[src/rtl/shadow_bank_pkg.sv]
`timescale 1ns/1ps
package shadow_bank_pkg;
  localparam int unsigned DEF_NUM_WIN = 5;
  localparam int unsigned DEF_NREG    = 4;
  localparam int unsigned DEF_DATA_W  = 32;

  // width of the protect field for a variant
  function automatic int unsigned prot_width(input int unsigned num_win, input bit global_prot);
    return global_prot ? 1 : num_win;
  endfunction
endpackage

[src/rtl/sb_win_regs.sv]
`timescale 1ns/1ps
module sb_win_regs #(
  parameter int unsigned DATA_W = 32,
  parameter int unsigned NREG   = 4,
  localparam int unsigned SEL_W = $clog2(NREG)
) (
  input  logic                   clk_i,
  input  logic                   rst_ni,
  input  logic                   we_i,
  input  logic [SEL_W-1:0]       sel_i,
  input  logic [DATA_W-1:0]      wdata_i,
  input  logic                   latch_i,
  output logic [NREG*DATA_W-1:0] act_o,
  output logic [NREG*DATA_W-1:0] shd_o
);
  for (genvar r = 0; r < NREG; r++) begin : g_reg
    logic [DATA_W-1:0] act_q, shd_q;

    always_ff @(posedge clk_i or negedge rst_ni) begin
      if (!rst_ni) begin
        act_q <= '0;
      end else if (we_i && sel_i == SEL_W'(r)) begin
        act_q <= wdata_i;
      end
    end

    // old active value goes to shadow even if written this cycle
    always_ff @(posedge clk_i or negedge rst_ni) begin
      if (!rst_ni) begin
        shd_q <= '0;
      end else if (latch_i) begin
        shd_q <= act_q;
      end
    end

    assign act_o[r*DATA_W +: DATA_W] = act_q;
    assign shd_o[r*DATA_W +: DATA_W] = shd_q;
  end
endmodule

[src/rtl/sb_ctrl.sv]
`timescale 1ns/1ps
module sb_ctrl #(
  parameter int unsigned NUM_WIN     = 5,
  parameter int unsigned DATA_W      = 32,
  parameter bit          GLOBAL_PROT = 1'b0,
  localparam int unsigned PW = shadow_bank_pkg::prot_width(NUM_WIN, GLOBAL_PROT)
) (
  input  logic                  clk_i,
  input  logic                  rst_ni,
  input  logic                  we_i,
  input  logic [NUM_WIN+PW-1:0] wdata_i,
  input  logic                  vsync_i,
  output logic [DATA_W-1:0]     rd_o,
  output logic [NUM_WIN-1:0]    prot_eff_o,
  output logic [NUM_WIN-1:0]    latch_o,
  output logic [NUM_WIN-1:0]    chan_shd_o
);
  logic [NUM_WIN-1:0] chan_q;
  logic [PW-1:0]      prot_q;

  always_ff @(posedge clk_i or negedge rst_ni) begin
    if (!rst_ni) begin
      chan_q <= '0;
      prot_q <= '0;
    end else if (we_i) begin
      chan_q <= wdata_i[NUM_WIN-1:0];
      prot_q <= wdata_i[NUM_WIN +: PW];
    end
  end

  if (GLOBAL_PROT) begin : g_global
    assign prot_eff_o = {NUM_WIN{prot_q[0]}};
  end else begin : g_per_win
    assign prot_eff_o = prot_q;
  end

  assign latch_o = {NUM_WIN{vsync_i}} & ~prot_eff_o;

  for (genvar w = 0; w < NUM_WIN; w++) begin : g_chan
    always_ff @(posedge clk_i or negedge rst_ni) begin
      if (!rst_ni) begin
        chan_shd_o[w] <= 1'b0;
      end else if (latch_o[w]) begin
        chan_shd_o[w] <= chan_q[w];
      end
    end
  end

  always_comb begin
    rd_o = '0;
    rd_o[NUM_WIN-1:0]   = chan_q;
    rd_o[NUM_WIN +: PW] = prot_q;
  end
endmodule

[src/rtl/sb_rd_mux.sv]
`timescale 1ns/1ps
module sb_rd_mux #(
  parameter int unsigned NUM_WIN = 5,
  parameter int unsigned NREG    = 4,
  parameter int unsigned DATA_W  = 32,
  parameter int unsigned ADDR_W  = 5,
  localparam int unsigned NTOT   = NUM_WIN * NREG
) (
  input  logic [ADDR_W-1:0]      addr_i,
  input  logic [NTOT*DATA_W-1:0] act_i,
  input  logic [DATA_W-1:0]      ctrl_i,
  output logic [DATA_W-1:0]      rdata_o
);
  always_comb begin
    rdata_o = '0;
    for (int i = 0; i < NTOT; i++) begin
      if (addr_i == ADDR_W'(i)) rdata_o = act_i[i*DATA_W +: DATA_W];
    end
    if (addr_i == ADDR_W'(NTOT)) rdata_o = ctrl_i;
  end
endmodule

[src/rtl/shadow_bank.sv]
`timescale 1ns/1ps
module shadow_bank #(
  parameter int unsigned NUM_WIN     = shadow_bank_pkg::DEF_NUM_WIN,
  parameter int unsigned NREG        = shadow_bank_pkg::DEF_NREG,
  parameter int unsigned DATA_W      = shadow_bank_pkg::DEF_DATA_W,
  parameter bit          GLOBAL_PROT = 1'b0,
  parameter int unsigned ADDR_W      = $clog2(NUM_WIN*NREG+1)
) (
  input  logic                          clk_i,
  input  logic                          rst_ni,
  input  logic                          vsync_i,
  input  logic                          wr_en_i,
  input  logic [ADDR_W-1:0]             addr_i,
  input  logic [DATA_W-1:0]             wdata_i,
  output logic [DATA_W-1:0]             rdata_o,
  output logic [NUM_WIN*NREG*DATA_W-1:0] shd_cfg_o,
  output logic [NUM_WIN-1:0]            shd_chan_en_o
);
  localparam int unsigned SEL_W  = $clog2(NREG);
  localparam int unsigned WSEL_W = ADDR_W - SEL_W;
  localparam int unsigned NTOT   = NUM_WIN * NREG;
  localparam int unsigned WIN_W  = NREG * DATA_W;
  localparam int unsigned PW     = shadow_bank_pkg::prot_width(NUM_WIN, GLOBAL_PROT);
  localparam logic [ADDR_W-1:0] CTRL_ADDR = ADDR_W'(NTOT);

  logic [NTOT*DATA_W-1:0] act_all;
  logic [NUM_WIN-1:0]     prot_eff;
  logic [NUM_WIN-1:0]     latch;
  logic [DATA_W-1:0]      ctrl_rd;
  logic [WSEL_W-1:0]      win_sel;
  logic                   win_range;
  logic                   ctrl_we;

  assign win_sel   = addr_i[ADDR_W-1:SEL_W];
  assign win_range = addr_i < CTRL_ADDR;
  assign ctrl_we   = wr_en_i && addr_i == CTRL_ADDR;

  for (genvar w = 0; w < NUM_WIN; w++) begin : g_win
    logic we;
    assign we = wr_en_i && win_range && win_sel == WSEL_W'(w);

    sb_win_regs #(.DATA_W(DATA_W), .NREG(NREG)) u_regs (
      .clk_i   (clk_i),
      .rst_ni  (rst_ni),
      .we_i    (we),
      .sel_i   (addr_i[SEL_W-1:0]),
      .wdata_i (wdata_i),
      .latch_i (latch[w]),
      .act_o   (act_all[w*WIN_W +: WIN_W]),
      .shd_o   (shd_cfg_o[w*WIN_W +: WIN_W])
    );
  end

  sb_ctrl #(.NUM_WIN(NUM_WIN), .DATA_W(DATA_W), .GLOBAL_PROT(GLOBAL_PROT)) u_ctrl (
    .clk_i      (clk_i),
    .rst_ni     (rst_ni),
    .we_i       (ctrl_we),
    .wdata_i    (wdata_i[NUM_WIN+PW-1:0]),
    .vsync_i    (vsync_i),
    .rd_o       (ctrl_rd),
    .prot_eff_o (prot_eff),
    .latch_o    (latch),
    .chan_shd_o (shd_chan_en_o)
  );

  sb_rd_mux #(.NUM_WIN(NUM_WIN), .NREG(NREG), .DATA_W(DATA_W), .ADDR_W(ADDR_W)) u_rd (
    .addr_i  (addr_i),
    .act_i   (act_all),
    .ctrl_i  (ctrl_rd),
    .rdata_o (rdata_o)
  );
endmodule

[config.mk]
export PLATFORM = sky130hd
export DESIGN_NAME = shadow_bank
export DESIGN_NICKNAME = d
export VERILOG_FILES = /design/src/rtl/shadow_bank_pkg.sv /design/src/rtl/sb_win_regs.sv /design/src/rtl/sb_ctrl.sv /design/src/rtl/sb_rd_mux.sv /design/src/rtl/shadow_bank.sv
export SDC_FILE = /design/constraint.sdc
export NUM_CORES = 2
export LEC_CHECK = 0
export ABC_AREA = 1
export BUFFER_PORTS_ARGS = -buffer_cell sky130_fd_sc_hd__buf_2
export CAP_MARGIN = 0
export CORE_ASPECT_RATIO = 0.9
export CORE_MARGIN = 3
export CORE_UTILIZATION = 45
export CTS_CLUSTER_DIAMETER = 150
export DETAILED_ROUTE_END_ITERATION = 12
export PLACE_DENSITY = 0.66
export SYNTH_ARGS = -nofsm -noshare
export SYNTH_HDL_FRONTEND = slang
export SYNTH_SLANG_ARGS = --single-unit
[constraint.sdc]
create_clock -name clk_i -period 2.2 [get_ports clk_i]
set_input_delay 0.11 -clock clk_i [delete_from_list [all_inputs] [get_ports clk_i]]
set_output_delay 0.11 -clock clk_i [all_outputs]
set_load 0.1 [all_outputs]
==> metrics.csv <==
stage,metric,value,unit
min_path,Min-Delay Path Class,in -> reg,
global_route,antenna violations before repair,8,
logic_synthesis,Synth Cell Area,52000,um2
timing,min cycle time layout,2.85,ns
timing,Slew HR,0.417,
timing,Max Freq,0.351,GHz
cells_and_area,Final Core Density,0.579,
placed_design,Final GP Congestion,0.926,
floorplanning,core region area,114000,um2
global_route,largest net degree at the start of global routing,100,
logic_synthesis,"area leader, netlist",dfrtp_1,
floorplanning,Die W,364,um
logic_synthesis,sequential cell area fraction in the yosys report,0.623,
cts,clock slew seen by the registers of the worst setup and hold paths,0.06,ns
global_route,GR Util All Layers,0.292,
logic_synthesis,Post-Syn Instances,5154,
cells_and_area,Non-Filler Instances,7670,
floorplanning,Starting Density,0.456,
placed_design,HPWL after DPL,129000,um
setup_path,worst setup path startpoint,g_win[0].u_regs.g_reg[2].act_q[7],
setup_path,crit path max fanout,2,
cells_and_area,share of layout cells above drive strength 1,0.322,
logic_synthesis,synth warn,0,
cts,number of H-tree levels,4,
power,Leakage,33.0,nW
status,failing checks,negative setup slack,
timing,fin. max-slew vios,0,
global_route,global-route wire length before repair,262000,um
logic_synthesis,syn nets,5195,
drt,Routed Antenna Nets,0,
placed_design,IO Port Bufs,717,
timing,final hold slack,0.0456,ns
cells_and_area,Fillers,9760,
power,pwr/cell area,1450,nW/um2
floorplanning,die area,120000,um2
drt,total number of vias,41000,
power,VDD IR max,1.53,mV
placed_design,placed instance count,7368,
logic_synthesis,most frequent cell after synthesis,nand2_1,
timing,slew at the pin closest to its max-slew limit,0.873,ns
logic_synthesis,Area contributors post-synth,"dfrtp_1 62%, nand2_1 10%, mux2_2 9.9%, o21ai_0 8.4%, clkbuf_1 2.1%",
cts,clk root buf,clkbuf_16,
setup_path,startpoint types,flop,
cells_and_area,"Design Area, Final",65900,um2
logic_synthesis,unique cell type count in the Yosys netlist,19,
timing,RSZ-0062 raised after global routing,yes,
setup_path,data required time at the worst endpoint,2.09,ns
drt,WL/cell,22.8,um
cts,clk_lat worst skew,0.75,ns
floorplanning,row cnt,117,
global_route,GR Overflow Total,0,
logic_synthesis,Post-synth EDFFs,0,
logic_synthesis,Yosys top cell area share,0.623,
cts,CTS tree,done,
logic_synthesis,flop and latch count out of synthesis,1295,
cells_and_area,nets,6115,
logic_synthesis,"Top FF cell, synth",dfrtp_1,
status,outcome,"finished, violations left",
cts,clk buf depth,3,
setup_path,FF-to-FF Start,u_ctrl.prot_eff_o[3],
timing,Final Hold Viols,0,
timing,final worst-path setup slack,-0.651,ns
job,Max-Cap Viols,0,
drt,drt via density,5.35,
min_path,hold_sp,vsync_i,
setup_path,CP arrival,2.74,ns
logic_synthesis,Post-synth top cells,"1445 x nand2_1, 1295 x dfrtp_1, 874 x o21ai_0",
drt,initial drt markers,3606,
setup_path,"Worst Path Class, Setup",reg -> out,
cells_and_area,layout overhead on the synthesized area,26.8,%
placed_design,cell area after placement,60600,um2
timing,Final Skew,0.0180,ns
timing,# setup viols final,32,
drt,drt pass-1 iters,7,
global_route,vias in the first global route,40800,
drt,DR DRC count,0,
logic_synthesis,Syn Area/Cell,10.1,um2
setup_path,Worst Setup End Kind,output port,
cts,clock sinks,1295,
timing,Final period util,1.30,
cts,number of CTS-inserted buffers,136,
drt,Total Wirelength,175000,um
floorplanning,Vert. Die Dim,328,um
floorplanning,Top Ports,718,
logic_synthesis,"FFs w/ async S/R, synth",1.00,
[worst max-delay path: stages (launching register included)]
cell and delay [ns]:
dfrtp_1 0.39, nand4_1 0.10, nand3_1 0.08, nor2_1 0.12, nand4_1 0.13, nand2_1 0.13
nand4_1 0.15, nor2_2 0.16, nand4_1 0.17, nand2_1 0.11, nand4_1 0.10, nand2_1 0.11
nand2_2 0.07, buf_12 0.17
[routing by layer]
metal / global-route usage / wire (um) / vias up
met4: 0.147 / 9810 / 6
met1: 0.384 / 71500 / 20500
li1: - / - / 18700
met3: 0.0547 / 11400 / 356
met2: 0.464 / 82000 / 1436
met5: 0 / 34 / -
[power breakdown]
part           switching [mW]  internal (mW)  leakage, nW
Combinational            31.8           6.86         13.9
Sequential               4.19           29.3         16.8
Clock                    9.65           13.5         2.19
Total                    45.7           49.6         33.0
[per-stage QoR]
stage	TNS [ns]	total power, mW	setup WS [ns]
after global placement	-9.12	71.8	-0.396
after floorplan	-0.153	62.5	-0.133
final	-16.49	95.3	-0.651
after detailed placement	-9.46	72.2	-0.407
after global routing	-22.38	98.6	-0.864
after CTS	-20.03	95.7	-0.748
[flip-flops by register name, summed over array words and instances, names as in the netlist]
name                  cells
u_ctrl.chan_q             5
g_win.u_regs.g.shd_q    640
u_ctrl.prot_eff_o         5
g_win.u_regs.g.act_q    640
u_ctrl.chan_shd_o         5
[timing repair]
action                                 in CTS  in global routing
setup buffers                              28                 11
pin swaps                                  69                 87
endpoints found under the hold margin    1476                  0
resized for setup                          94                 43
setup endpoints to repair                  32                 32
hold buffers                               16                  0
[placed cells by master (no fill, tap or decap), types with 2 or more instances in the layout]
cell,count
nand3_4,2
buf_4,309
nand4_1,124
inv_2,32
nor2_4,29
nand3_1,30
buf_12,116
mux2_2,459
clkbuf_8,35
clkbuf_16,140
clkinv_8,3
nor2_2,53
clkbuf_1,29
nand3_2,22
nand2_2,60
nand2_1,1382
nor2_1,130
buf_2,684
dlygate4sd3_1,15
clkinv_2,14
inv_1,261
nand2_4,6
clkinvlp_4,7
bufinv_16,5
o21ai_0,873
diode_2,6
a21oi_1,44
inv_6,8
dfrtp_1,1295
a21oi_4,3
[area by class of cell]
type	instances	area, um2	share of cell area
clock buffers	204	4090	0.0621
inverters	293	1100	0.0167
flip-flops and latches	1295	32400	0.492
clock inverters	37	392	0.00594
diodes	6	15.0	0.000228
well taps	1487	1860	0.0282
multi-input cells	3222	17800	0.270
repair buffers	1126	8250	0.125
[cells by family (layout without fill, tap and decap cells)]
logic type / after synthesis / after routing / synth area share
AND/OR/NAND/NOR: 1840 / 1840 / 0.142
flip-flops: 1295 / 1295 / 0.623
AO/OA/AOI/OAI: 923 / 923 / 0.0889
buffers and inverters: 637 / 1660 / 0.0466
multiplexers: 459 / 459 / 0.0994
other: 0 / 6 / 0
[final timing paths]
kind                                                 endpoint  slack, ns  cells past startpoint
min                                      u_ctrl.chan_shd_o[2]       0.05                      3
max                                                rdata_o[7]      -0.65                     13
max reg2reg                 g_win[3].u_regs.g_reg[0].shd_q[9]       0.48                      4
min in group asynchronous  g_win[0].u_regs.g_reg[3].shd_q[19]       0.19                      3
min reg2reg                 g_win[1].u_regs.g_reg[3].shd_q[6]       0.48                      2
max in group asynchronous   g_win[3].u_regs.g_reg[1].act_q[9]       1.45                      3
Power figures use the tool's default switching activity.
